[src/rtl/flash_pkg.sv]
package flash_pkg;
    localparam int WORD_W = 32;

    typedef enum logic {
        SEQ_IDLE,
        SEQ_WALK
    } seq_state_e;

    typedef struct packed {
        logic start_erase;
        logic try_prog;
        logic misaligned;
        logic over_limit;
    } req_decode_t;

    function automatic logic [WORD_W-1:0] program_word(
        input logic [WORD_W-1:0] old_w,
        input logic [WORD_W-1:0] new_w
    );
        return old_w & new_w;
    endfunction

    function automatic logic is_aligned(input logic [1:0] lsb);
        return lsb == 2'b00;
    endfunction
endpackage

[src/rtl/flash_erase_seq.sv]
module flash_erase_seq #(
    parameter int PAGES          = 4,
    parameter int WORDS_PER_PAGE = 8,
    localparam int PW = (PAGES > 1) ? $clog2(PAGES) : 1,
    localparam int WW = (WORDS_PER_PAGE > 1) ? $clog2(WORDS_PER_PAGE) : 1
) (
    input  logic          clk,
    input  logic          rst,
    input  logic          start,
    input  logic [PW-1:0] start_page,
    output logic          busy,
    output logic [PW-1:0] clr_page,
    output logic [WW-1:0] clr_word
);
    import flash_pkg::*;

    seq_state_e    state_q;
    logic [PW-1:0] page_q;
    logic [WW-1:0] word_q;

    always_ff @(posedge clk) begin
        if (rst) begin
            state_q <= SEQ_IDLE;
            page_q  <= '0;
            word_q  <= '0;
        end else begin
            case (state_q)
                SEQ_IDLE: begin
                    if (start) begin
                        state_q <= SEQ_WALK;
                        page_q  <= start_page;
                        word_q  <= '0;
                    end
                end
                default: begin
                    if (word_q == WW'(WORDS_PER_PAGE - 1)) begin
                        state_q <= SEQ_IDLE;
                        word_q  <= '0;
                    end else begin
                        word_q <= word_q + 1'b1;
                    end
                end
            endcase
        end
    end

    assign busy     = (state_q == SEQ_WALK);
    assign clr_page = page_q;
    assign clr_word = word_q;
endmodule

[src/rtl/flash_wcount.sv]
module flash_wcount #(
    parameter int NWORDS     = 32,
    parameter int MAX_WRITES = 2,
    localparam int IW = (NWORDS > 1) ? $clog2(NWORDS) : 1,
    localparam int CW = $clog2(MAX_WRITES + 1)
) (
    input  logic          clk,
    input  logic          rst,
    input  logic          inc_en,
    input  logic [IW-1:0] inc_idx,
    input  logic          clr_en,
    input  logic [IW-1:0] clr_idx,
    input  logic [IW-1:0] look_idx,
    output logic          at_limit
);
    logic [CW-1:0] cnt_q [NWORDS];

    always_ff @(posedge clk) begin
        if (rst) begin
            for (int i = 0; i < NWORDS; i++) cnt_q[i] <= '0;
        end else begin
            if (inc_en) cnt_q[inc_idx] <= cnt_q[inc_idx] + 1'b1;
            if (clr_en) cnt_q[clr_idx] <= '0;
        end
    end

    assign at_limit = (cnt_q[look_idx] >= CW'(MAX_WRITES));
endmodule

[src/rtl/flash_array.sv]
module flash_array #(
    parameter int NWORDS = 32,
    localparam int IW = (NWORDS > 1) ? $clog2(NWORDS) : 1
) (
    input  logic                          clk,
    input  logic                          rst,
    input  logic                          prog_en,
    input  logic [IW-1:0]                 prog_idx,
    input  logic [flash_pkg::WORD_W-1:0]  prog_data,
    input  logic                          ers_en,
    input  logic [IW-1:0]                 ers_idx,
    input  logic                          rd_en,
    input  logic [IW-1:0]                 rd_idx,
    output logic [flash_pkg::WORD_W-1:0]  rd_data,
    output logic                          rd_valid
);
    import flash_pkg::*;

    logic [WORD_W-1:0] mem_q [NWORDS];

    always_ff @(posedge clk) begin
        if (rst) begin
            for (int i = 0; i < NWORDS; i++) mem_q[i] <= '1;
        end else begin
            if (prog_en) mem_q[prog_idx] <= program_word(mem_q[prog_idx], prog_data);
            if (ers_en)  mem_q[ers_idx]  <= '1;
        end
    end

    always_ff @(posedge clk) begin
        if (rst) begin
            rd_data  <= '1;
            rd_valid <= 1'b0;
        end else begin
            rd_valid <= rd_en;
            if (rd_en) rd_data <= mem_q[rd_idx];
        end
    end
endmodule

[src/rtl/flash_word_ctrl.sv]
module flash_word_ctrl #(
    parameter int PAGES          = 4,
    parameter int WORDS_PER_PAGE = 8,
    parameter int MAX_WRITES     = 2,
    localparam int NWORDS = PAGES * WORDS_PER_PAGE,
    localparam int IW = (NWORDS > 1) ? $clog2(NWORDS) : 1,
    localparam int AW = IW + 2
) (
    input  logic          clk,
    input  logic          rst,
    input  logic          wr_en,
    input  logic          wr_req,
    input  logic          erase_req,
    input  logic [AW-1:0] req_addr,
    input  logic [31:0]   wr_data,
    input  logic          rd_req,
    input  logic [AW-1:0] rd_addr,
    output logic [31:0]   rd_data,
    output logic          rd_valid,
    output logic          busy,
    output logic          fault
);
    import flash_pkg::*;

    localparam int PW = (PAGES > 1) ? $clog2(PAGES) : 1;
    localparam int WW = (WORDS_PER_PAGE > 1) ? $clog2(WORDS_PER_PAGE) : 1;

    logic [IW-1:0] req_idx;
    logic [IW-1:0] rd_idx;
    logic [PW-1:0] req_page;
    logic [PW-1:0] clr_page;
    logic [WW-1:0] clr_word;
    logic [IW-1:0] clr_idx;
    logic          at_limit;
    logic          do_prog;
    logic          bad_prog;
    req_decode_t   dec;

    assign req_idx  = req_addr[AW-1:2];
    assign rd_idx   = rd_addr[AW-1:2];
    assign req_page = PW'(req_idx / IW'(WORDS_PER_PAGE));
    assign clr_idx  = IW'(clr_page) * IW'(WORDS_PER_PAGE) + IW'(clr_word);

    always_comb begin
        dec.start_erase = wr_en && !busy && erase_req;
        dec.try_prog    = wr_en && !busy && wr_req && !erase_req;
        dec.misaligned  = !is_aligned(req_addr[1:0]);
        dec.over_limit  = at_limit;
    end

    assign do_prog  = dec.try_prog && !dec.misaligned && !dec.over_limit;
    assign bad_prog = dec.try_prog && (dec.misaligned || dec.over_limit);

    always_ff @(posedge clk) begin
        if (rst) fault <= 1'b0;
        else     fault <= bad_prog;
    end

    flash_erase_seq #(
        .PAGES(PAGES),
        .WORDS_PER_PAGE(WORDS_PER_PAGE)
    ) u_seq (
        .clk(clk),
        .rst(rst),
        .start(dec.start_erase),
        .start_page(req_page),
        .busy(busy),
        .clr_page(clr_page),
        .clr_word(clr_word)
    );

    flash_wcount #(
        .NWORDS(NWORDS),
        .MAX_WRITES(MAX_WRITES)
    ) u_cnt (
        .clk(clk),
        .rst(rst),
        .inc_en(do_prog),
        .inc_idx(req_idx),
        .clr_en(busy),
        .clr_idx(clr_idx),
        .look_idx(req_idx),
        .at_limit(at_limit)
    );

    flash_array #(
        .NWORDS(NWORDS)
    ) u_arr (
        .clk(clk),
        .rst(rst),
        .prog_en(do_prog),
        .prog_idx(req_idx),
        .prog_data(wr_data),
        .ers_en(busy),
        .ers_idx(clr_idx),
        .rd_en(rd_req),
        .rd_idx(rd_idx),
        .rd_data(rd_data),
        .rd_valid(rd_valid)
    );
endmodule

[config.mk]
export PLATFORM = sky130hd
export DESIGN_NAME = flash_word_ctrl
export DESIGN_NICKNAME = d
export VERILOG_FILES = /design/src/rtl/flash_pkg.sv /design/src/rtl/flash_erase_seq.sv /design/src/rtl/flash_wcount.sv /design/src/rtl/flash_array.sv /design/src/rtl/flash_word_ctrl.sv
export SDC_FILE = /design/constraint.sdc
export NUM_CORES = 2
export LEC_CHECK = 0
export ABC_CLOCK_PERIOD_IN_PS = 8340
export BUFFER_PORTS_ARGS = -buffer_cell sky130_fd_sc_hd__clkbuf_2
export CAP_MARGIN = 40
export CORE_MARGIN = 4
export CORE_UTILIZATION = 50
export DETAILED_ROUTE_END_ITERATION = 6
export MAX_ROUTING_LAYER = met4
export PLACE_DENSITY = 0.74
export SYNTH_ARGS = -nofsm -noshare
export SYNTH_HDL_FRONTEND = slang
export SYNTH_HIERARCHICAL = 1
export SYNTH_SLANG_ARGS = --single-unit
[constraint.sdc]
create_clock -name clk -period 8.34 [get_ports clk]
set_input_delay 0.834 -clock clk [delete_from_list [all_inputs] [get_ports clk]]
set_output_delay 0.834 -clock clk [all_outputs]
set_load 0.03 [all_outputs]
# Word-level counts from Yosys, hierarchy flattened
# Memories as Yosys holds them, arrays and structs flattened. A register that Yosys moved wholly into a read port is not among the register bits.
# Index checks and enable logic that the tools add are counted.
# W data, S select, Z words.
# word_totals
n_memories,2
output_inout_bits,35
in_bits,52
word_cells,59
register_bits,8
ramBits,1088
# memory_table
name,depth,word_bits,read_ports,rd_ports_with_merged_regs,wr,line_no,rtl
u_arr.mem_q,32,32,2,1,32,flash_array.sv:19,logic [WORD_W-1:0] mem_q [NWORDS];
u_cnt.cnt_q,32,2,1,0,32,flash_wcount.sv:16,logic [CW-1:0] cnt_q [NWORDS];
# op_classes
addsub,3
n_mux,26
n_reduce_logical,19
magnitude_cmp,1
bitwise,2
n_eq_ne,1
# op_table
cell,n
$mux W32,2
$reduce_or A32 Y1,2
$and A32 B32 Y32,1
$mux W5,4
$mux W1,15
$mux W3,3
$logic_and A1 B1 Y1,7
$add A5 B3 Y5,1
$logic_not A1 Y1,4
$mux W2,2
$reduce_or A2 Y1,2
$add A3 B1 Y3 const B,1
$eq A3 B3 Y1 const B,1
$add A2 B1 Y2 const B,1
$ge A2 B2 Y1 const B,1
$logic_not A2 Y1,1
$reduce_and A2 Y1,1
$reduce_bool A2 Y1,1
$logic_or A1 B1 Y1,1
$not A1 Y1,1

# Depth between registers and ports, before layout
# logic_depth
ltp_word,12
mapped_depth,14

# By module
# The synthesis kept the hierarchy.
# by_module_without_submodules
mod,area_per_inst_um2,n_inst,cells_each
flash_array,49187.2,1,5366
flash_wcount,3802.4,1,437
flash_erase_seq,281.5,1,28
flash_word_ctrl,82.6,1,6

# Least setup slack after synthesis
# No wires, ideal clock.
# synth_path
kind,input -> register
from,input req_addr[2]
to,memory u_arr.mem_q[24][22]
setup_slack_ns,3.681
path_buffers,3
setup_ns,0.128
path_stages,11
arrival_ns,4.531
t_required_ns,8.212
cell_sequence,clkbuf_1 > mux4_2 > mux4_2 > mux2_2 > nor3_2 > nor2b_1 > or4b_1 > buf_2 > nor4_2 > clkbuf_1 > a21oi_1
# synth_lines
item,line_no,rtl
start: declaration,flash_word_ctrl.sv:14,"input logic [AW-1:0] req_addr,"
end: declaration,flash_array.sv:19,

==> flow_metrics.tcl <==
set metrics [dict create \
    status "finished clean" \
    drt-wirelength-per-cell_um 28.82 \
    setup_violations 0 \
    ant_nets 0 \
    drcViolationCount 0 \
    dp_slack_ps 2213 \
    synth-edff-count 0 \
    yosys.cell_types.count 59 \
    hold_slack_ps 368.8 \
    critPathSlowestCell "nor4_2" \
    leakage_uw 0.02164 \
    syn_to_final_growth_pct 9.878 \
    grt_start_max_net_pins 129 \
    crit_top_cell "mux4_2" \
    arrival_ps 6150 \
    tightest_slew_ps 1081 \
    clk_latency_ps 740 \
    die_y_um 334.7 \
    slew_headroom 0.2794 \
    core_um2 105600 \
    hold_class "in2reg" \
    vias_per_cell 6.902 \
    dieArea_um2 112000 \
    drt_iter0_drc 7146 \
    cp_cell_sequence "clkbuf_2 > mux4_2 > mux4_2 > mux2_2 > nor3_2 > nor2b_1 > nand4b_1 > nor4_2 > buf_4 > a21oi_1" \
    cts_buffers 114 \
    dp_hpwl_mm 117.3 \
    synth_area_um2 53350 \
    cts.clk_slew.worst_paths_ps 60 \
    cts_tree "yes" \
    cts_hold_buf 0 \
    fin_setup_tns_ps 0 \
    overflow 0 \
    finalHoldViolCount 0 \
    max_stage_delay_ps 1080 \
    period_needed_ps 5587 \
    die_w_um 334.7 \
    yosys_warnings 6 \
    grt.total_usage 0.3608 \
    ys.flop_type "dfxtp_1" \
    synth_top_area_cell "dfxtp_1" \
    critPathKind "in2reg" \
    synth_nets 5891 \
    ys_seq_area_frac 0.4232 \
    synth.area.top_cells "dfxtp_1 42%, a21oi_1 11%, mux2i_1 11%" \
    final.setup_skew_ps 78.39 \
    firstDrtPassIters 7 \
    rsz0062_at_grt "false" \
    p_per_area_nw_per_um2 201.7 \
    drt-total-wl_mm 205.1 \
    grt_pass1_vias 46520 \
    row_count 119 \
    synth_top_cell_area_share 0.4232 \
    worstPathRequired_ps 8900 \
    drv_cap 0 \
    cts.path.max_buffers 3 \
    place_area_um2 54760 \
    cts.repair.resized 0 \
    synth-async-reset-ratio 0 \
    synth_seq_cells 1128 \
    ios 87 \
    io_buffers 84 \
    cp_max_fo 25 \
    cts_setup_buffers 0 \
    cts_sinks 1128 \
    root_buffer "clkbuf_16" \
    nets 5672 \
    timing.final.crit_share 0.6700 \
    synth.avg_cell_area_um2 9.141 \
    worstSetupEndpointType "flip-flop" \
    grt_pass1_wl_mm 297.8 \
    fin_util 0.5553 \
    setup_slack_ps 2753 \
    syn_inst 5837 \
    gp_congestion 0.9005 \
    slew_viol_final 0 \
    antenna_found_initial 8 \
    fmax_mhz 179.0 \
    initial_utilization 0.5054 \
    vias 49120 \
    vdd.ir_drop.worst_mv 0.1995 \
    final_layout_size_suffix_gt1_frac 0.1565 \
    design_area_um2 58620 \
    htree_levels 3 \
    cp-start-kind "input pin" \
]
flip-flops by register name, indices dropped and copies added, names as in the netlist:
register        count
u_arr/mem_q      1024
u_cnt/cnt_q        64
u_arr/rd_data      32
u_seq/clr_word      3
u_seq/clr_page      2
fault               1
u_arr/rd_valid      1
u_seq/busy          1
layout make-up:
type	count	area [um^2]
sequential	1128	22580
tap	1391	1740
timing repair buffer	254	2137
fill	8998	46940
antenna	11	27.53
inverter	3	11.26
clock inverter	46	551.8
multi-input combinational	4117	28290
clock buffer	166	3288
cells by family (layout without fill, tap and decap cells):
kind of cell    after synthesis  in the layout  share of synthesized area
compound gates             1737           1737                     0.1817
xor+xnor                      1              1                  0.0005160
fa+ha+maj                     2              2                  0.0004689
buf+inv                     592            469                    0.05321
flops                      1128           1128                     0.4232
mux                         871            871                     0.2140
other cells                   0             11                          0
simple gates               1506           1506                     0.1269
cells in the mapped netlist (all sizes together) (2+ instances only):
| master | instances |
|---|---|
| a211o | 16 |
| a211oi | 34 |
| a21oi | 1148 |
| a22oi | 35 |
| a31oi | 32 |
| and2 | 6 |
| and3 | 4 |
| and3b | 2 |
| and4bb | 2 |
| buf | 300 |
| clkbuf | 289 |
| dfxtp | 1128 |
| ha | 2 |
| inv | 3 |
| mux2 | 97 |
| mux2i | 568 |
| mux4 | 206 |
| nand2 | 45 |
| nand2b | 6 |
| nand3 | 9 |
| nand3b | 9 |
| nand4b | 6 |
| nand4bb | 13 |
| nor2 | 1137 |
| nor2b | 80 |
| nor3 | 33 |
| nor3b | 33 |
| nor4 | 4 |
| nor4b | 2 |
| o21ai | 78 |
| o221ai | 4 |
| o22ai | 356 |
| o31ai | 32 |
| or2 | 5 |
| or3 | 21 |
| or3b | 15 |
| or4 | 65 |
| or4b | 6 |
stage by stage:
stage | power [uW] | std cells
6_report | 11820 | 7116
3_5_place_dp | 6613 | 6893
5_1_grt | 12070 | 7115
2_1_floorplan | 6261 | 5837
3_3_place_gp | 6571 | 6867
4_1_cts | 11770 | 7105
layer usage:
layer | up-vias | routed length [um] | track usage
met3 | 1072 | 31930 | 0.1126
met4 | 0 | 15360 | 0.2233
met2 | 4082 | 85130 | 0.5115
met5 | - | 0 | -
li1 | 20700 | - | -
met1 | 23270 | 72630 | 0.4486
critical path: cells and delay by family:
kind / cells / cell delay, ps
multiplexers: 3 / 1420
AO/OA/AOI/OAI: 1 / 110
AND/OR/NAND/NOR: 4 / 2680
buffers and inverters: 2 / 1080
final timing paths:
path | cells past startpoint | slack, ps | end | startpoint
setup reg to reg | 9 | 3320 | u_arr/mem_q[27][22] | u_cnt/cnt_q[7][1]
hold / removal | 3 | 370 | fault | req_addr[0]
setup / recovery | 10 | 2750 | u_arr/mem_q[27][22] | req_addr[2]
hold reg to reg | 2 | 500 | u_arr/mem_q[9][15] | u_arr/mem_q[9][15]
layout by cell type, fill, tap and decap left out, types with 10 or more instances in the layout:
| master | instances |
|---|---|
| clkinv_2 | 26 |
| o22ai_1 | 356 |
| clkbuf_8 | 24 |
| clkbuf_16 | 114 |
| buf_12 | 16 |
| a22oi_1 | 35 |
| dfxtp_1 | 1128 |
| clkbuf_2 | 78 |
| nor2_1 | 1136 |
| nor3_2 | 28 |
| nand2_1 | 44 |
| nor2b_1 | 78 |
| or3b_2 | 10 |
| buf_4 | 144 |
| or3_2 | 16 |
| or4_1 | 62 |
| mux2_2 | 97 |
| a21oi_1 | 1138 |
| diode_2 | 11 |
| mux4_2 | 206 |
| a211oi_1 | 34 |
| nor3b_1 | 33 |
| a31oi_1 | 32 |
| mux2i_1 | 568 |
| a21oi_2 | 10 |
| a211o_2 | 16 |
| o21ai_0 | 45 |
| o21ai_2 | 30 |
| o31ai_1 | 32 |
| clkbuf_1 | 28 |
where the power goes:
| part | switching [uW] | internal [uW] | leakage, uW | total [uW] |
|---|---|---|---|---|
| Clock | 2280 | 2990 | 0.00189 | 5270 |
| Combinational | 821 | 311 | 0.0106 | 1130 |
| Sequential | 17.6 | 5400 | 0.00913 | 5420 |
Note: power is estimated with default switching activity, not from simulation.
